## src/rtl/xbar_ctl_pkg.sv

```systemverilog
// Package: shared widths, the output-register layout and the receiver
// state types used by the crosspoint configuration target.
package xbar_ctl_pkg;

    localparam int BYTE_W = 8;
    localparam int GAIN_W = 2;
    localparam int SEL_W  = 5;

    // Layout of one output control register (bit 7 down to bit 0).
    typedef struct packed {
        logic              en;
        logic [GAIN_W-1:0] gain;
        logic [SEL_W-1:0]  sel;
    } out_cfg_t;

    // Receiver states: idle, shifting a byte, driving an acknowledge.
    typedef enum logic [1:0] {
        RX_IDLE = 2'd0,
        RX_BYTE = 2'd1,
        RX_ACK  = 2'd2
    } rx_state_t;

    // Which byte of the transaction is being received.
    typedef enum logic [1:0] {
        PH_DEV  = 2'd0,
        PH_REG  = 2'd1,
        PH_DATA = 2'd2
    } rx_phase_t;

endpackage

```

## src/rtl/xbar_ctl_pin_sync.sv

```systemverilog
// Module: xbar_ctl_pin_sync
// Brings SCL and SDA into the clock domain through a flop chain and flags
// SCL edges and START/STOP conditions for one cycle each.
// Assumes: the system clock is fast enough that every bus phase lasts
// several clock periods. SYNC_STAGES must be at least 2.
module xbar_ctl_pin_sync #(
    parameter int SYNC_STAGES = 2
) (
    input  logic clk,
    input  logic rst_n,
    input  logic scl_i,
    input  logic sda_i,
    output logic sda_lvl,
    output logic scl_rise,
    output logic scl_fall,
    output logic start_det,
    output logic stop_det
);

    logic [SYNC_STAGES-1:0] scl_pipe;
    logic [SYNC_STAGES-1:0] sda_pipe;
    logic                   scl_prev;
    logic                   sda_prev;
    logic                   scl_lvl;

    // Synchronizer chains plus the one-cycle history used for edge detection.
    always_ff @(posedge clk) begin
        if (!rst_n) begin
            scl_pipe <= '1;
            sda_pipe <= '1;
            scl_prev <= 1'b1;
            sda_prev <= 1'b1;
        end else begin
            scl_pipe <= {scl_pipe[SYNC_STAGES-2:0], scl_i};
            sda_pipe <= {sda_pipe[SYNC_STAGES-2:0], sda_i};
            scl_prev <= scl_lvl;
            sda_prev <= sda_lvl;
        end
    end

    assign scl_lvl = scl_pipe[SYNC_STAGES-1];
    assign sda_lvl = sda_pipe[SYNC_STAGES-1];

    // Edge and condition flags derived from the synchronized lines.
    always_comb begin
        scl_rise  = scl_lvl & ~scl_prev;
        scl_fall  = ~scl_lvl & scl_prev;
        start_det = scl_lvl & scl_prev & sda_prev & ~sda_lvl;
        stop_det  = scl_lvl & scl_prev & ~sda_prev & sda_lvl;
    end

endmodule

```

## src/rtl/xbar_ctl_rx.sv

```systemverilog
// Module: xbar_ctl_rx
// Write-only bus target: shifts in the address, register and data bytes,
// acknowledges them and issues a single write strobe once the data byte's
// acknowledge clock has ended.
// Assumes: inputs come from xbar_ctl_pin_sync. The master changes SDA only
// while SCL is low, except for START and STOP.
module xbar_ctl_rx
    import xbar_ctl_pkg::*;
#(
    parameter logic [BYTE_W-1:0] DEV_ADDR = 8'h06
) (
    input  logic              clk,
    input  logic              rst_n,
    input  logic              addr_strap,
    input  logic              sda_lvl,
    input  logic              scl_rise,
    input  logic              scl_fall,
    input  logic              start_det,
    input  logic              stop_det,
    output logic              sda_oe,
    output logic              wr_stb,
    output logic [BYTE_W-1:0] wr_addr,
    output logic [BYTE_W-1:0] wr_data
);

    localparam int CNT_W = $clog2(BYTE_W + 1);
    localparam logic [CNT_W-1:0] FULL_CNT = CNT_W'(BYTE_W);

    rx_state_t         state;
    rx_phase_t         phase;
    logic [CNT_W-1:0]  bit_cnt;
    logic [BYTE_W-1:0] shreg;
    logic [BYTE_W-1:0] addr_q;
    logic [BYTE_W-1:0] dev_expect;
    logic              byte_ok;

    // Device address byte expected, with the strap setting the top bit.
    always_comb begin
        dev_expect = DEV_ADDR | {addr_strap, {(BYTE_W-1){1'b0}}};
        byte_ok    = (phase != PH_DEV) || (shreg == dev_expect);
    end

    // Bus protocol state machine with byte shifting and acknowledge drive.
    always_ff @(posedge clk) begin
        if (!rst_n) begin
            state   <= RX_IDLE;
            phase   <= PH_DEV;
            bit_cnt <= '0;
            shreg   <= '0;
            addr_q  <= '0;
            sda_oe  <= 1'b0;
            wr_stb  <= 1'b0;
            wr_addr <= '0;
            wr_data <= '0;
        end else begin
            wr_stb <= 1'b0;
            if (start_det) begin
                state   <= RX_BYTE;
                phase   <= PH_DEV;
                bit_cnt <= '0;
                sda_oe  <= 1'b0;
            end else if (stop_det) begin
                state  <= RX_IDLE;
                sda_oe <= 1'b0;
            end else begin
                case (state)
                    RX_BYTE: begin
                        if (scl_rise && bit_cnt != FULL_CNT) begin
                            shreg   <= {shreg[BYTE_W-2:0], sda_lvl};
                            bit_cnt <= bit_cnt + 1'b1;
                        end else if (scl_fall && bit_cnt == FULL_CNT) begin
                            if (byte_ok) begin
                                sda_oe <= 1'b1;
                                state  <= RX_ACK;
                            end else begin
                                state <= RX_IDLE;
                            end
                        end
                    end
                    RX_ACK: begin
                        if (scl_fall) begin
                            sda_oe  <= 1'b0;
                            bit_cnt <= '0;
                            case (phase)
                                PH_DEV: begin
                                    phase <= PH_REG;
                                    state <= RX_BYTE;
                                end
                                PH_REG: begin
                                    addr_q <= shreg;
                                    phase  <= PH_DATA;
                                    state  <= RX_BYTE;
                                end
                                default: begin
                                    wr_stb  <= 1'b1;
                                    wr_addr <= addr_q;
                                    wr_data <= shreg;
                                    state   <= RX_IDLE;
                                end
                            endcase
                        end
                    end
                    default: state <= RX_IDLE;
                endcase
            end
        end
    end

endmodule

```

## src/rtl/xbar_ctl_regs.sv

```systemverilog
// Module: xbar_ctl_regs
// Register file: one control register per output at consecutive addresses
// from OUT_BASE, and packed clamp/bias bits (eight inputs per address) from
// CLAMP_BASE. Writes to any other address are dropped.
// Assumes: wr_stb is a one-cycle pulse with wr_addr and wr_data valid.
module xbar_ctl_regs
    import xbar_ctl_pkg::*;
#(
    parameter int                N_IN       = 12,
    parameter int                N_OUT      = 9,
    parameter logic [BYTE_W-1:0] OUT_BASE   = 8'h01,
    parameter logic [BYTE_W-1:0] CLAMP_BASE = 8'h1D
) (
    input  logic                    clk,
    input  logic                    rst_n,
    input  logic                    wr_stb,
    input  logic [BYTE_W-1:0]       wr_addr,
    input  logic [BYTE_W-1:0]       wr_data,
    output logic [N_OUT*BYTE_W-1:0] cfg_flat,
    output logic [N_IN-1:0]         clamp_sel
);

    genvar o, j;

    generate
        for (o = 0; o < N_OUT; o++) begin : g_out
            localparam logic [BYTE_W-1:0] MY_ADDR = BYTE_W'(OUT_BASE + o);
            out_cfg_t cfg_q;
            // Output register: loaded as a whole when its address is written.
            always_ff @(posedge clk) begin
                if (!rst_n) begin
                    cfg_q <= '0;
                end else if (wr_stb && wr_addr == MY_ADDR) begin
                    cfg_q <= wr_data;
                end
            end
            assign cfg_flat[o*BYTE_W +: BYTE_W] = cfg_q;
        end

        for (j = 0; j < N_IN; j++) begin : g_clamp
            localparam logic [BYTE_W-1:0] MY_ADDR = BYTE_W'(CLAMP_BASE + j / BYTE_W);
            localparam int                MY_BIT  = j % BYTE_W;
            // Clamp/bias bit: takes its data bit when its packed address is written.
            always_ff @(posedge clk) begin
                if (!rst_n) begin
                    clamp_sel[j] <= 1'b0;
                end else if (wr_stb && wr_addr == MY_ADDR) begin
                    clamp_sel[j] <= wr_data[MY_BIT];
                end
            end
        end
    endgenerate

endmodule

```

## src/rtl/xbar_ctl_route_dec.sv

```systemverilog
// Module: xbar_ctl_route_dec
// Turns each output register into its enable, high-impedance flag, gain
// code and a one-hot input select. The select is gated off while the
// output is disabled, and codes beyond N_IN give an empty vector.
// Assumes: N_IN is below 2**SEL_W.
module xbar_ctl_route_dec
    import xbar_ctl_pkg::*;
#(
    parameter int N_IN  = 12,
    parameter int N_OUT = 9
) (
    input  logic [N_OUT*BYTE_W-1:0] cfg_flat,
    output logic [N_OUT-1:0]        out_en,
    output logic [N_OUT-1:0]        out_hiz,
    output logic [N_OUT*GAIN_W-1:0] out_gain,
    output logic [N_OUT*N_IN-1:0]   out_sel
);

    genvar o, k;

    generate
        for (o = 0; o < N_OUT; o++) begin : g_out
            out_cfg_t cfg_o;
            assign cfg_o = cfg_flat[o*BYTE_W +: BYTE_W];
            // Per-output control levels.
            always_comb begin
                out_en[o]                  = cfg_o.en;
                out_hiz[o]                 = ~cfg_o.en;
                out_gain[o*GAIN_W +: GAIN_W] = cfg_o.gain;
            end
            for (k = 0; k < N_IN; k++) begin : g_in
                localparam logic [SEL_W-1:0] CODE = SEL_W'(k + 1);
                // One select line: set when enabled and the code names this input.
                assign out_sel[o*N_IN + k] = cfg_o.en && (cfg_o.sel == CODE);
            end
        end
    endgenerate

endmodule

```

## src/rtl/xbar_ctl_i2c.sv

```systemverilog
// Module: xbar_ctl_i2c (top)
// Write-only configuration target for an N_IN x N_OUT crosspoint. Chains
// the line synchronizer, the bus receiver, the register file and the route
// decoder.
// Assumes: sda_oe controls an external open-drain pull-down on SDA, and
// sda_i reads the wired line.
module xbar_ctl_i2c
    import xbar_ctl_pkg::*;
#(
    parameter int                N_IN        = 12,
    parameter int                N_OUT       = 9,
    parameter int                SYNC_STAGES = 2,
    parameter logic [BYTE_W-1:0] DEV_ADDR    = 8'h06,
    parameter logic [BYTE_W-1:0] OUT_BASE    = 8'h01,
    parameter logic [BYTE_W-1:0] CLAMP_BASE  = 8'h1D
) (
    input  logic                    clk,
    input  logic                    rst_n,
    input  logic                    addr_strap,
    input  logic                    scl_i,
    input  logic                    sda_i,
    output logic                    sda_oe,
    output logic [N_OUT-1:0]        out_en,
    output logic [N_OUT-1:0]        out_hiz,
    output logic [N_OUT*GAIN_W-1:0] out_gain,
    output logic [N_OUT*N_IN-1:0]   out_sel,
    output logic [N_IN-1:0]         clamp_sel
);

    logic                    sda_lvl;
    logic                    scl_rise;
    logic                    scl_fall;
    logic                    start_det;
    logic                    stop_det;
    logic                    wr_stb;
    logic [BYTE_W-1:0]       wr_addr;
    logic [BYTE_W-1:0]       wr_data;
    logic [N_OUT*BYTE_W-1:0] cfg_flat;

    xbar_ctl_pin_sync #(
        .SYNC_STAGES(SYNC_STAGES)
    ) u_sync (
        .clk      (clk),
        .rst_n    (rst_n),
        .scl_i    (scl_i),
        .sda_i    (sda_i),
        .sda_lvl  (sda_lvl),
        .scl_rise (scl_rise),
        .scl_fall (scl_fall),
        .start_det(start_det),
        .stop_det (stop_det)
    );

    xbar_ctl_rx #(
        .DEV_ADDR(DEV_ADDR)
    ) u_rx (
        .clk       (clk),
        .rst_n     (rst_n),
        .addr_strap(addr_strap),
        .sda_lvl   (sda_lvl),
        .scl_rise  (scl_rise),
        .scl_fall  (scl_fall),
        .start_det (start_det),
        .stop_det  (stop_det),
        .sda_oe    (sda_oe),
        .wr_stb    (wr_stb),
        .wr_addr   (wr_addr),
        .wr_data   (wr_data)
    );

    xbar_ctl_regs #(
        .N_IN      (N_IN),
        .N_OUT     (N_OUT),
        .OUT_BASE  (OUT_BASE),
        .CLAMP_BASE(CLAMP_BASE)
    ) u_regs (
        .clk      (clk),
        .rst_n    (rst_n),
        .wr_stb   (wr_stb),
        .wr_addr  (wr_addr),
        .wr_data  (wr_data),
        .cfg_flat (cfg_flat),
        .clamp_sel(clamp_sel)
    );

    xbar_ctl_route_dec #(
        .N_IN (N_IN),
        .N_OUT(N_OUT)
    ) u_dec (
        .cfg_flat(cfg_flat),
        .out_en  (out_en),
        .out_hiz (out_hiz),
        .out_gain(out_gain),
        .out_sel (out_sel)
    );

endmodule

```

## config.mk

```make
export PLATFORM = sky130hd
export DESIGN_NAME = xbar_ctl_i2c
export DESIGN_NICKNAME = d
export VERILOG_FILES = /design/src/rtl/xbar_ctl_pkg.sv /design/src/rtl/xbar_ctl_pin_sync.sv /design/src/rtl/xbar_ctl_rx.sv /design/src/rtl/xbar_ctl_regs.sv /design/src/rtl/xbar_ctl_route_dec.sv /design/src/rtl/xbar_ctl_i2c.sv
export SDC_FILE = /design/constraint.sdc
export NUM_CORES = 1
export LEC_CHECK = 0
export BUFFER_PORTS_ARGS = -buffer_cell sky130_fd_sc_hd__buf_4
export CORE_MARGIN = 10
export CORE_UTILIZATION = 35
export CTS_CLUSTER_DIAMETER = 30
export DETAILED_ROUTE_END_ITERATION = 16
export GPL_TIMING_DRIVEN = 0
export PLACE_DENSITY = 0.59
export SYNTH_ARGS = -nofsm -noshare
export SYNTH_HDL_FRONTEND = slang
export SYNTH_HIERARCHICAL = 1
export SYNTH_SLANG_ARGS = --single-unit
```

## constraint.sdc

```tcl
create_clock -name clk -period 2.15 [get_ports clk]
set_input_delay 0.215 -clock clk [delete_from_list [all_inputs] [get_ports clk]]
set_output_delay 0.215 -clock clk [all_outputs]
set_load 0.03 [all_outputs]
```

==> impl_metrics.env, run 1 <==
export IMPL_cts_root_buf="clkbuf_16"
export IMPL_overflow=0
export IMPL_hold_depth=2
export IMPL_arrival_ns=2.25
export IMPL_worst_clock_skew_ns=0.00941
export IMPL_slowest_stage="or4_1"
export IMPL_synth_top_cell_area_share_pct=40.4
export IMPL_start_util_pct=36.0
export IMPL_timing_fmax_mhz=504
export IMPL_clk_path_buf_depth=2
export IMPL_required_ns=2.41
export IMPL_final_layout_size_suffix_gt1_share_pct=26.4
export IMPL_relSlewSlack_pct=42.2
export IMPL_via_per_inst=4.85
export IMPL_cts_sinks=132
export IMPL_syn_inst=731
export IMPL_status="finished, final reports clean"
export IMPL_dpl_cell_area_um2=8040
export IMPL_p_leak_nw=3.47
export IMPL_cp_startpoint="u_rx/wr_addr[7]$_SDFFE_PN0P_"
export IMPL_synth_area_um2=6550
export IMPL_fill_cells=1769
export IMPL_synth_nets=740
export IMPL_cts_buffers=17
export IMPL_tritoncts="done"
export IMPL_post_route_min_period_ns=1.98
export IMPL_grt_max_degree=18
export IMPL_layout_commonest_cell="buf_4"
export IMPL_hold_class="in -> reg"
export IMPL_most_common_layout_cells="buf_4 (191), nand2_1 (135), dfxtp_1 (132)"
export IMPL_io_pins=162
export IMPL_grt_antenna_before_repair=0
export IMPL_syn_to_final_growth_pct=32.7
export IMPL_synth_cell_types=47
export IMPL_nets=921
export IMPL_drt_pass1_iter_count=4
export IMPL_regToRegSetupSlack_ns=0.17
export IMPL_routed_wl_mm=18.0
export IMPL_critical_path_class="reg -> reg"
export IMPL_worst_slew_pin_slew_ns=0.860
export IMPL_yosys_area_top_type="dfxtp_1"
export IMPL_wl_met1_mm=8.34
export IMPL_die_area_um2=24600
export IMPL_path_clk_slew_ns=0.06
export IMPL_port_buffer_count=161
export IMPL_synth_avg_cell_area_um2=8.96
export IMPL_timing_final_ws_setup_ns=0.165
export IMPL_track_usage_pct=14.2
export IMPL_synthArstFlopShare_pct=0
export IMPL_r2r_start="u_rx/wr_addr[7]$_SDFFE_PN0P_"
export IMPL_place_ws_ns=-0.0457
export IMPL_routed_top_layer="met4"
export IMPL_synth_area_leaders="dfxtp_1 (40%), mux2i_1 (15%), nand2_1 (7.7%)"
export IMPL_hpwl_mm=13.3
export IMPL_min_from="rst_n"
export IMPL_min_period_over_period_pct=92.3
export IMPL_vdd_ir_drop_worst_mv=0.546
export IMPL_r2r_cells=5
export IMPL_r2r_end="u_regs/cfg_flat[9]$_SDFFE_PN0P_"
export IMPL_row_count=49
export IMPL_finalHoldViolCount=0
export IMPL_min_to="u_sync/scl_pipe[0]$_SDFF_PN1_"
export IMPL_critPathMaxStageDelay_ns=0.50
export IMPL_grt_pass1_wl_mm=28.1
export IMPL_ant_nets=0
export IMPL_fin_tns_setup_ns=0
export IMPL_utilization_pct=47.7
export IMPL_wl_per_cell_um=15.6
export IMPL_slew_violations=0
export IMPL_endpoint_kind="flip-flop"
export IMPL_synth_edf_count=0
export IMPL_final_cell_area_um2=8690
export IMPL_dr_first_iter_drc_count=175
export IMPL_yosysSeqAreaShare_pct=40.4
export IMPL_wl_met3_mm=1.21
export IMPL_die_h_um=157
export IMPL_whs_ns=0.0840
export IMPL_setup_viol=0
export IMPL_grt_setup_unrepaired="false"
export IMPL_clock_latency_ns=0.42
export IMPL_power_density_nw_per_um2=646
export IMPL_cp_common_cell="or4_1"
export IMPL_htree_levels=4
export IMPL_maxCapViolCount=0
export IMPL_dr_wl_met2_mm=8.27
export IMPL_diodes=0
export IMPL_core_um2=18200
export IMPL_synth_flop_cell="dfxtp_1"
export IMPL_worstSetupStartpointType="flip-flop"
export IMPL_drc=0
export IMPL_critPathMaxFanout=9
export IMPL_grt_pass1_vias=5238
export IMPL_vias=5596
export IMPL_cp_cell_sequence="or4_1 > buf_6 > or4_1 > buf_4 > mux2i_1"
export IMPL_die_w_um=157
export IMPL_yosysWarningCount=6
export IMPL_place_congestion=0.806
export IMPL_synth_seq_cells=132
[final cells by class]
type                    count  area [um^2]  area share (%)
repair buffers            163         1230            14.1
clock buffers              19          443            5.10
multi-input cells         524         3480            40.1
inverters                  16         60.1           0.691
plain buffers              58          365            4.20
flip-flops and latches    132         2640            30.4
clock inverters            13          181            2.09
well taps                 229          287            3.30
[per-layer routing]
metal | track usage, % | vias up
met3 | 4.17 | 12
met2 | 23.1 | 129
met5 | 0 | -
met1 | 18.0 | 2569
met4 | 3.87 | 0
li1 | - | 2886
[power by group]
| part | switching, mW | internal [mW] | leakage (nW) |
|---|---|---|---|
| clock | 1.09 | 1.97 | 0.303 |
| sequential | 0.00361 | 2.45 | 1.06 |
| combinational | 0.0623 | 0.0309 | 2.10 |
| total | 1.16 | 4.45 | 3.47 |
[worst max-delay path: cells and delay by family (launching register included)]
family / cells / cell delay, ns
flops: 1 / 0.36
simple gates: 2 / 0.97
mux: 1 / 0.13
buf+inv: 2 / 0.37
[registers in the layout, summed over array words and instances, names as in the netlist]
register and cells:
u_regs/cfg_flat 72, u_regs/clamp_sel 12, u_sync/scl_prev 1, u_rx/bit_cnt 4
u_rx/wr_data 8, u_rx/addr_q 8, u_rx/sda_oe 1, u_rx/wr_addr 8
u_rx/shreg 8, u_sync/sda_prev 1, u_rx/phase 2, u_rx/wr_stb 1
u_sync/scl_pipe 2, u_sync/sda_pipe 2, u_rx/state 2
[timing repair]
item	CTS	global route
hold endpoints to repair	2	0
gates resized for setup	1	0
buffers inserted	0	0
hold buffers	2	0
pin swaps	0	1
endpoints found under the setup margin	4	10
[synth_stat cells, types with 3 or more instances]
cell / number
nand2_1: 135
dfxtp_1: 132
mux2i_1: 101
nor2_1: 71
nand2b_1: 35
buf_4: 30
nor3_1: 28
nand4bb_1: 26
clkbuf_1: 21
nor2b_1: 20
nor4_1: 17
a21boi_0: 16
inv_1: 16
nand4b_1: 11
a21oi_1: 6
nand3b_1: 6
or4_1: 5
buf_2: 4
buf_6: 4
ha_1: 4
nand3_1: 4
and4b_1: 3
nor4_4: 3
nor4b_1: 3
[per-stage QoR]
step	power, mW	instances
after floorplan	2.57	731
after global placement	2.60	1121
after detailed placement	2.60	1121
after CTS	5.68	1155
after global routing	5.80	1154
final	5.61	1154
[kinds of logic after synthesis]
kind of cell	count (synthesis)	share of synthesized area, %
compound gates	36	3.97
xor+xnor	2	0.268
fa+ha+maj	4	0.764
buf+inv	75	6.55
flops	132	40.4
mux	101	15.4
simple gates	381	32.7
[how the worst max path moves through the flow]
stage | slack [ns] | endpoint | cells after the start
after floorplan | 0.28 | u_regs/cfg_flat[56]$_SDFFE_PN0P_ | 5
after global placement | 0.002 | u_regs/clamp_sel[8]$_SDFFE_PN0P_ | 4
after detailed placement | -0.05 | u_regs/clamp_sel[8]$_SDFFE_PN0P_ | 4
after CTS | 0.08 | u_regs/clamp_sel[0]$_SDFFE_PN0P_ | 4
after global routing | 0.03 | u_rx/wr_data[5]$_SDFFE_PN0P_ | 7
final | 0.17 | u_regs/cfg_flat[9]$_SDFFE_PN0P_ | 5
Note: power is estimated with default switching activity, not from simulation.
==> run 2, diff against run 1 <==
--- a/config.mk
+++ b/config.mk
@@ -6,5 +6,8 @@
 export NUM_CORES = 1
 export LEC_CHECK = 0
+export ABC_CLOCK_PERIOD_IN_PS = 2150
 export BUFFER_PORTS_ARGS = -buffer_cell sky130_fd_sc_hd__buf_4
+export CELL_PAD_IN_SITES_DETAIL_PLACEMENT = 0
+export CELL_PAD_IN_SITES_GLOBAL_PLACEMENT = 1
 export CORE_MARGIN = 10
 export CORE_UTILIZATION = 35
@@ -12,5 +15,5 @@
 export DETAILED_ROUTE_END_ITERATION = 16
 export GPL_TIMING_DRIVEN = 0
-export PLACE_DENSITY = 0.59
+export PLACE_DENSITY = 0.75
 export SYNTH_ARGS = -nofsm -noshare
 export SYNTH_HDL_FRONTEND = slang
==> constraint.sdc (replaced) <==
create_clock -name clk -period 2.15 [get_ports clk]
set_input_delay 0.43 -clock clk [delete_from_list [all_inputs] [get_ports clk]]
set_output_delay 0.43 -clock clk [all_outputs]
set_load 0.03 [all_outputs]
==> run 2 against run 1 <==
Hold slack better by 0.11 ns. Cell area fell by 0.43%. Maximum frequency shrank 1.9%. Non-clock buffer count shrank 2. Via count up 0.45%. Sequential share of layout area increased by 0.15 points. Critical path type is now reg -> out. Critical endpoint is now out_sel[47].
==> impl_metrics.env, run 2 (synthesis gave the netlist of run 1 again) <==
export IMPL_regToRegSetupSlack_ns=0.15
export IMPL_drc=0
export IMPL_post_route_min_period_ns=2.02
export IMPL_r2r_cells=4
export IMPL_dp_cells=1121
export IMPL_clock_latency_ns=0.41
export IMPL_routed_wl_mm=18.2
export IMPL_final_cell_area_um2=8650
export IMPL_crit_family="simple AND/OR/NAND/NOR gates"
export IMPL_die_h_um=157
export IMPL_hold_buffers=0
export IMPL_r2r_start="u_rx/wr_addr[5]$_SDFFE_PN0P_"
export IMPL_place_congestion=0.783
export IMPL_via_per_inst=4.88
export IMPL_critPathMaxStageDelay_ns=0.56
export IMPL_power_mw=5.50
export IMPL_timing_final_ws_setup_ns=0.127
export IMPL_tritoncts="done"
export IMPL_required_ns=1.72
export IMPL_largest_reg_flops=72
export IMPL_worst_slew_pin_slew_ns=0.808
export IMPL_overflow=0
export IMPL_hold_class="in -> reg"
export IMPL_nets=919
export IMPL_setup_viol=0
export IMPL_dpl_cell_area_um2=8040
export IMPL_clk_path_buf_depth=2
export IMPL_cp_endpoint="out_sel[47]"
export IMPL_fill_cells=1820
export IMPL_grt_max_degree=18
export IMPL_worst_clock_skew_ns=0.00952
export IMPL_r2r_end="u_regs/cfg_flat[24]$_SDFFE_PN0P_"
export IMPL_grt_setup_unrepaired="false"
export IMPL_syn_to_final_growth_pct=32.1
export IMPL_finalHoldViolCount=0
export IMPL_finalNonFillerCells=1152
export IMPL_vdd_ir_drop_worst_mv=0.527
export IMPL_critPathMaxFanout=5
export IMPL_slowest_stage="or4b_4"
export IMPL_row_count=49
export IMPL_start_util_pct=36.0
export IMPL_die_w_um=157
export IMPL_grt_pass1_wl_mm=29.2
export IMPL_critical_path_class="reg -> out"
export IMPL_ant_nets=0
export IMPL_cp_startpoint="u_regs/cfg_flat[28]$_SDFFE_PN0P_"
export IMPL_relSlewSlack_pct=46.1
export IMPL_min_period_over_period_pct=94.1
export IMPL_arrival_ns=1.59
export IMPL_cp_depth=3
export IMPL_layout_commonest_cell="buf_4"
export IMPL_grt_pass1_vias=5418
export IMPL_status="finished, final reports clean"
export IMPL_hpwl_mm=13.4
export IMPL_critPathBufInv=1
export IMPL_power_density_nw_per_um2=636
export IMPL_diodes=0
export IMPL_cts_buffers=17
export IMPL_core_um2=18200
export IMPL_whs_ns=0.198
export IMPL_post_cts_setup_buffer_count=0
export IMPL_path_clk_slew_ns=0.06
export IMPL_fin_tns_setup_ns=0
export IMPL_timing_fmax_mhz=494
export IMPL_track_usage_pct=14.6
export IMPL_vias=5621
export IMPL_die_area_um2=24600
export IMPL_slew_violations=0
export IMPL_p_leak_nw=3.45
export IMPL_htree_levels=4
export IMPL_cp_cell_sequence="or4b_4 > nor2_1 > buf_4"
export IMPL_port_buffer_count=161
export IMPL_most_common_layout_cells="buf_4 (191), nand2_1 (135), dfxtp_1 (131)"
export IMPL_wl_per_cell_um=15.8
export IMPL_utilization_pct=47.5
export IMPL_place_ws_ns=-0.0286
export IMPL_final_layout_size_suffix_gt1_share_pct=26.7
export IMPL_endpoint_kind="output pin"
export IMPL_worstSetupStartpointType="flip-flop"
export IMPL_io_pins=162
export IMPL_cts_sinks=132
export IMPL_dr_first_iter_drc_count=194
export IMPL_cts_root_buf="clkbuf_16"
export IMPL_maxCapViolCount=0
export IMPL_drt_pass1_iter_count=4
export IMPL_grt_antenna_before_repair=0
==> run 2: cell types whose count changed in the layout (fill, tap and decap cells not counted), sizes merged <==
cell,before,now
clkinv,6,5
clkbuf,39,37
bufinv,4,3
dlygate4sd3,2,0
inv,17,20
clkinvlp,2,3
==> run 2: worst min-delay path by stage <==
stage,endpoint,depth (start not counted),start
final,u_sync/sda_pipe[0]$_SDFF_PN1_,2,sda_i
after global routing,u_sync/sda_pipe[0]$_SDFF_PN1_,2,sda_i
after CTS,u_sync/sda_pipe[0]$_SDFF_PN1_,2,sda_i
after detailed placement,u_sync/scl_pipe[1]$_SDFF_PN1_,1,u_sync/scl_pipe[0]$_SDFF_PN1_
after global placement,u_sync/scl_pipe[1]$_SDFF_PN1_,1,u_sync/scl_pipe[0]$_SDFF_PN1_
after floorplan,u_sync/scl_pipe[1]$_SDFF_PN1_,1,u_sync/scl_pipe[0]$_SDFF_PN1_
==> run 2: layout make-up <==
class,instances,area [um^2],share of cell area [%]
clock buffers,17,425,4.92
repair buffers,161,1210,14.0
well taps,229,287,3.31
multi-input cells,524,3480,40.3
plain buffers,58,365,4.22
clock inverters,15,180,2.08
flip-flops and latches,132,2640,30.6
inverters,16,60.1,0.694
==> run 2: repair_timing <==
action / 4_1_cts / 5_1_grt
gates resized for setup: 0 / 2
setup endpoints to repair: 0 / 9
hold endpoints to repair: 0 / 0
==> run 2: where the power goes <==
part           total [mW]  internal (mW)  switching, mW
Combinational      0.0917         0.0285         0.0632
Sequential           2.46           2.45        0.00400
Clock                2.95           1.83           1.12
Total                5.50           4.31           1.19
==> run 2: worst reg2reg max path, stage by stage, from the launching register on <==
cell	delay (ns)
dfxtp_1	0.32
or4_1	0.53
buf_6	0.17
nor4_4	0.63
mux2i_1	0.27
==> run 2: metal layers <==
| metal | share of wire [%] | vias up | GRT usage, % |
|---|---|---|---|
| li1 | - | 2869 | - |
| met1 | 47 | 2619 | 18.8 |
| met2 | 46 | 119 | 23.5 |
| met3 | 5.8 | 14 | 3.62 |
| met4 | 0.97 | 0 | 4.18 |
| met5 | 0 | - | 0 |
==> run 3, diff against run 2 <==
PLACE_DENSITY = 0.77   (was 0.75)
SYNTH_HIERARCHICAL = default   (was 1)
==> run 3 against run 2 <==
Wire length down 1.8%. Critical path type unchanged. Largest power group unchanged. Sequential share of layout area up 1.3 points. Global-route usage up 0.26 points. Synthesized area down 7.0%. Die area down 6.1%. Maximum frequency down 1.6%.
==> impl_metrics.env, run 3 <==
export IMPL_drt_pass1_iter_count=5
export IMPL_path_clk_slew_ns=0.06
export IMPL_synth_compound_area_share_pct=6.00
export IMPL_largest_reg_flops=72
export IMPL_critPathBufInv=1
export IMPL_nets=960
export IMPL_hold_buffers=0
export IMPL_core_um2=17200
export IMPL_worstSetupStartpointType="flip-flop"
export IMPL_endpoint_kind="output pin"
export IMPL_slowest_stage="dfxtp_1"
export IMPL_utilization_pct=48.4
export IMPL_layout_commonest_cell="buf_4"
export IMPL_grt_antenna_before_repair=0
export IMPL_crit_family="simple AND/OR/NAND/NOR gates"
export IMPL_track_usage_pct=14.8
export IMPL_via_per_inst=4.74
export IMPL_power_mw=5.58
export IMPL_clock_latency_ns=0.43
export IMPL_critical_path_class="reg -> out"
export IMPL_yosys_area_top_type="dfxtp_1"
export IMPL_synth_seq_cells=132
export IMPL_die_h_um=152
export IMPL_synth_cell_types=39
export IMPL_row_count=48
export IMPL_place_ws_ns=-0.184
export IMPL_synth_nets=779
export IMPL_ant_nets=0
export IMPL_yosys_mux_area_fraction_pct=11.3
export IMPL_synthArstFlopShare_pct=0
export IMPL_syn_to_final_growth_pct=36.4
export IMPL_yosysSeqAreaShare_pct=43.4
export IMPL_finalHoldViolCount=0
export IMPL_required_ns=1.72
export IMPL_wl_per_cell_um=15.0
export IMPL_diodes=0
export IMPL_synth_edf_count=0
export IMPL_grt_pass1_vias=5194
export IMPL_timing_fmax_mhz=486
export IMPL_start_util_pct=35.5
export IMPL_finalNonFillerCells=1189
export IMPL_yosysWarningCount=0
export IMPL_routed_top_layer="met4"
export IMPL_wl_met3_um=889
export IMPL_wl_met1_mm=8.30
export IMPL_grt_pass1_wl_mm=28.5
export IMPL_synth_most_common_cell="nor2_1"
export IMPL_min_period_over_period_pct=95.6
export IMPL_synth_area_leaders="dfxtp_1 (43%), mux2i_1 (11%), nor2_1 (11%)"
export IMPL_syn_inst=770
export IMPL_drc=0
export IMPL_most_common_layout_cells="buf_4 (190), nor2_1 (177), dfxtp_1 (128)"
export IMPL_dp_cells=1155
export IMPL_slew_violations=0
export IMPL_cts_buffers=17
export IMPL_synth_top_cell_area_share_pct=43.4
export IMPL_routed_wl_mm=17.8
export IMPL_cts_root_buf="clkbuf_16"
export IMPL_htree_levels=4
export IMPL_critPathMaxStageDelay_ns=0.40
export IMPL_hpwl_mm=13.2
export IMPL_vias=5631
export IMPL_synth_xor_area_share_pct=0.431
export IMPL_timing_final_ws_setup_ns=0.0936
export IMPL_clk_path_buf_depth=2
export IMPL_synth_avg_cell_area_um2=7.91
export IMPL_synth_top_cells_by_count="nor2_1 (178), dfxtp_1 (132), nand2_1 (93)"
export IMPL_die_area_um2=23100
export IMPL_vdd_ir_drop_worst_mv=0.507
export IMPL_synthAdderAreaFrac_pct=0.821
export IMPL_grt_max_degree=17
export IMPL_setup_viol=0
export IMPL_synth_area_um2=6090
export IMPL_tritoncts="done"
export IMPL_die_w_um=152
export IMPL_yosys_area_share_simple_pct=31.6
export IMPL_synth_top_family_by_area="simple AND/OR/NAND/NOR gates"
export IMPL_cp_cell_sequence="nand3b_1 > or2_2 > nor3_1 > buf_4"
export IMPL_grt_setup_unrepaired="false"
export IMPL_power_density_nw_per_um2=671
export IMPL_worst_clock_skew_ns=0.0121
export IMPL_synth_flop_cell="dfxtp_1"
export IMPL_overflow=0
export IMPL_status="finished, final reports clean"
export IMPL_port_buffer_count=160
export IMPL_final_layout_size_suffix_gt1_share_pct=25.8
export IMPL_dr_wl_met2_mm=8.50
export IMPL_cts_sinks=132
export IMPL_hold_class="in -> reg"
export IMPL_worst_slew_pin_slew_ns=0.777
export IMPL_arrival_ns=1.63
export IMPL_post_route_min_period_ns=2.06
export IMPL_maxCapViolCount=0
export IMPL_dr_first_iter_drc_count=286
export IMPL_io_pins=162
export IMPL_relSlewSlack_pct=48.2
export IMPL_critPathMaxFanout=5
export IMPL_place_congestion=0.792
export IMPL_p_leak_nw=3.43
==> run 3: cell type report <==
class                   instances  area [um^2]
plain buffers                  61          338
clock buffers                  25          505
clock inverters                 7          119
fillers                      1782         8860
inverters                      16         60.1
multi-input cells             560         3140
flip-flops and latches        132         2650
well taps                     225          282
repair buffers                163         1220
==> run 3: logic make-up after synthesis <==
group	after synthesis
multiplexers	69
XOR/XNOR	3
adder cells (fa/ha/maj)	4
flip-flops	132
AND/OR/NAND/NOR	417
AO/OA/AOI/OAI	67
buffers and inverters	78
==> run 3: path summary, 6_finish.rpt <==
kind / from / to / slack [ns] / cells after the start
worst max-delay path: u_regs.cfg_flat[63]$_SDFFE_PN0P_ / out_sel[87] / 0.09 / 4
worst min-delay path: sda_i / u_sync.sda_pipe[0]$_SDFF_PN1_ / 0.19 / 2
worst max register to register: u_rx.shreg[6]$_SDFFE_PN0P_ / u_rx.sda_oe$_SDFFE_PP0P_ / 0.12 / 5
worst min register to register: u_sync.sda_pipe[0]$_SDFF_PN1_ / u_sync.sda_pipe[1]$_SDFF_PN1_ / 0.41 / 1
==> run 3: timing repair <==
item                       CTS  global route
setup endpoints to repair   41            89
pin swaps                    1             4
setup buffers                2             1
gates resized for setup      6            24
==> run 3: layer usage <==
layer	global-route usage [%]	vias up
li1	-	2902
met1	18.5	2580
met2	24.6	131
met3	4.04	18
met4	3.85	0
met5	0	-
==> run 3: power breakdown <==
group / switching, mW / internal [mW]
combinational: 0.0722 / 0.0300
clock: 1.04 / 1.98
sequential: 0.00697 / 2.46
==> run 3: stage by stage <==
stage	area (um^2)	hold slack, ns	setup TNS [ns]
2_1_floorplan	6090	0.386	0
3_3_place_gp	7580	0.391	-2.31
3_5_place_dp	7580	0.397	-2.88
4_1_cts	8240	0.177	0
5_1_grt	8310	0.184	0
6_report	8310	0.193	0
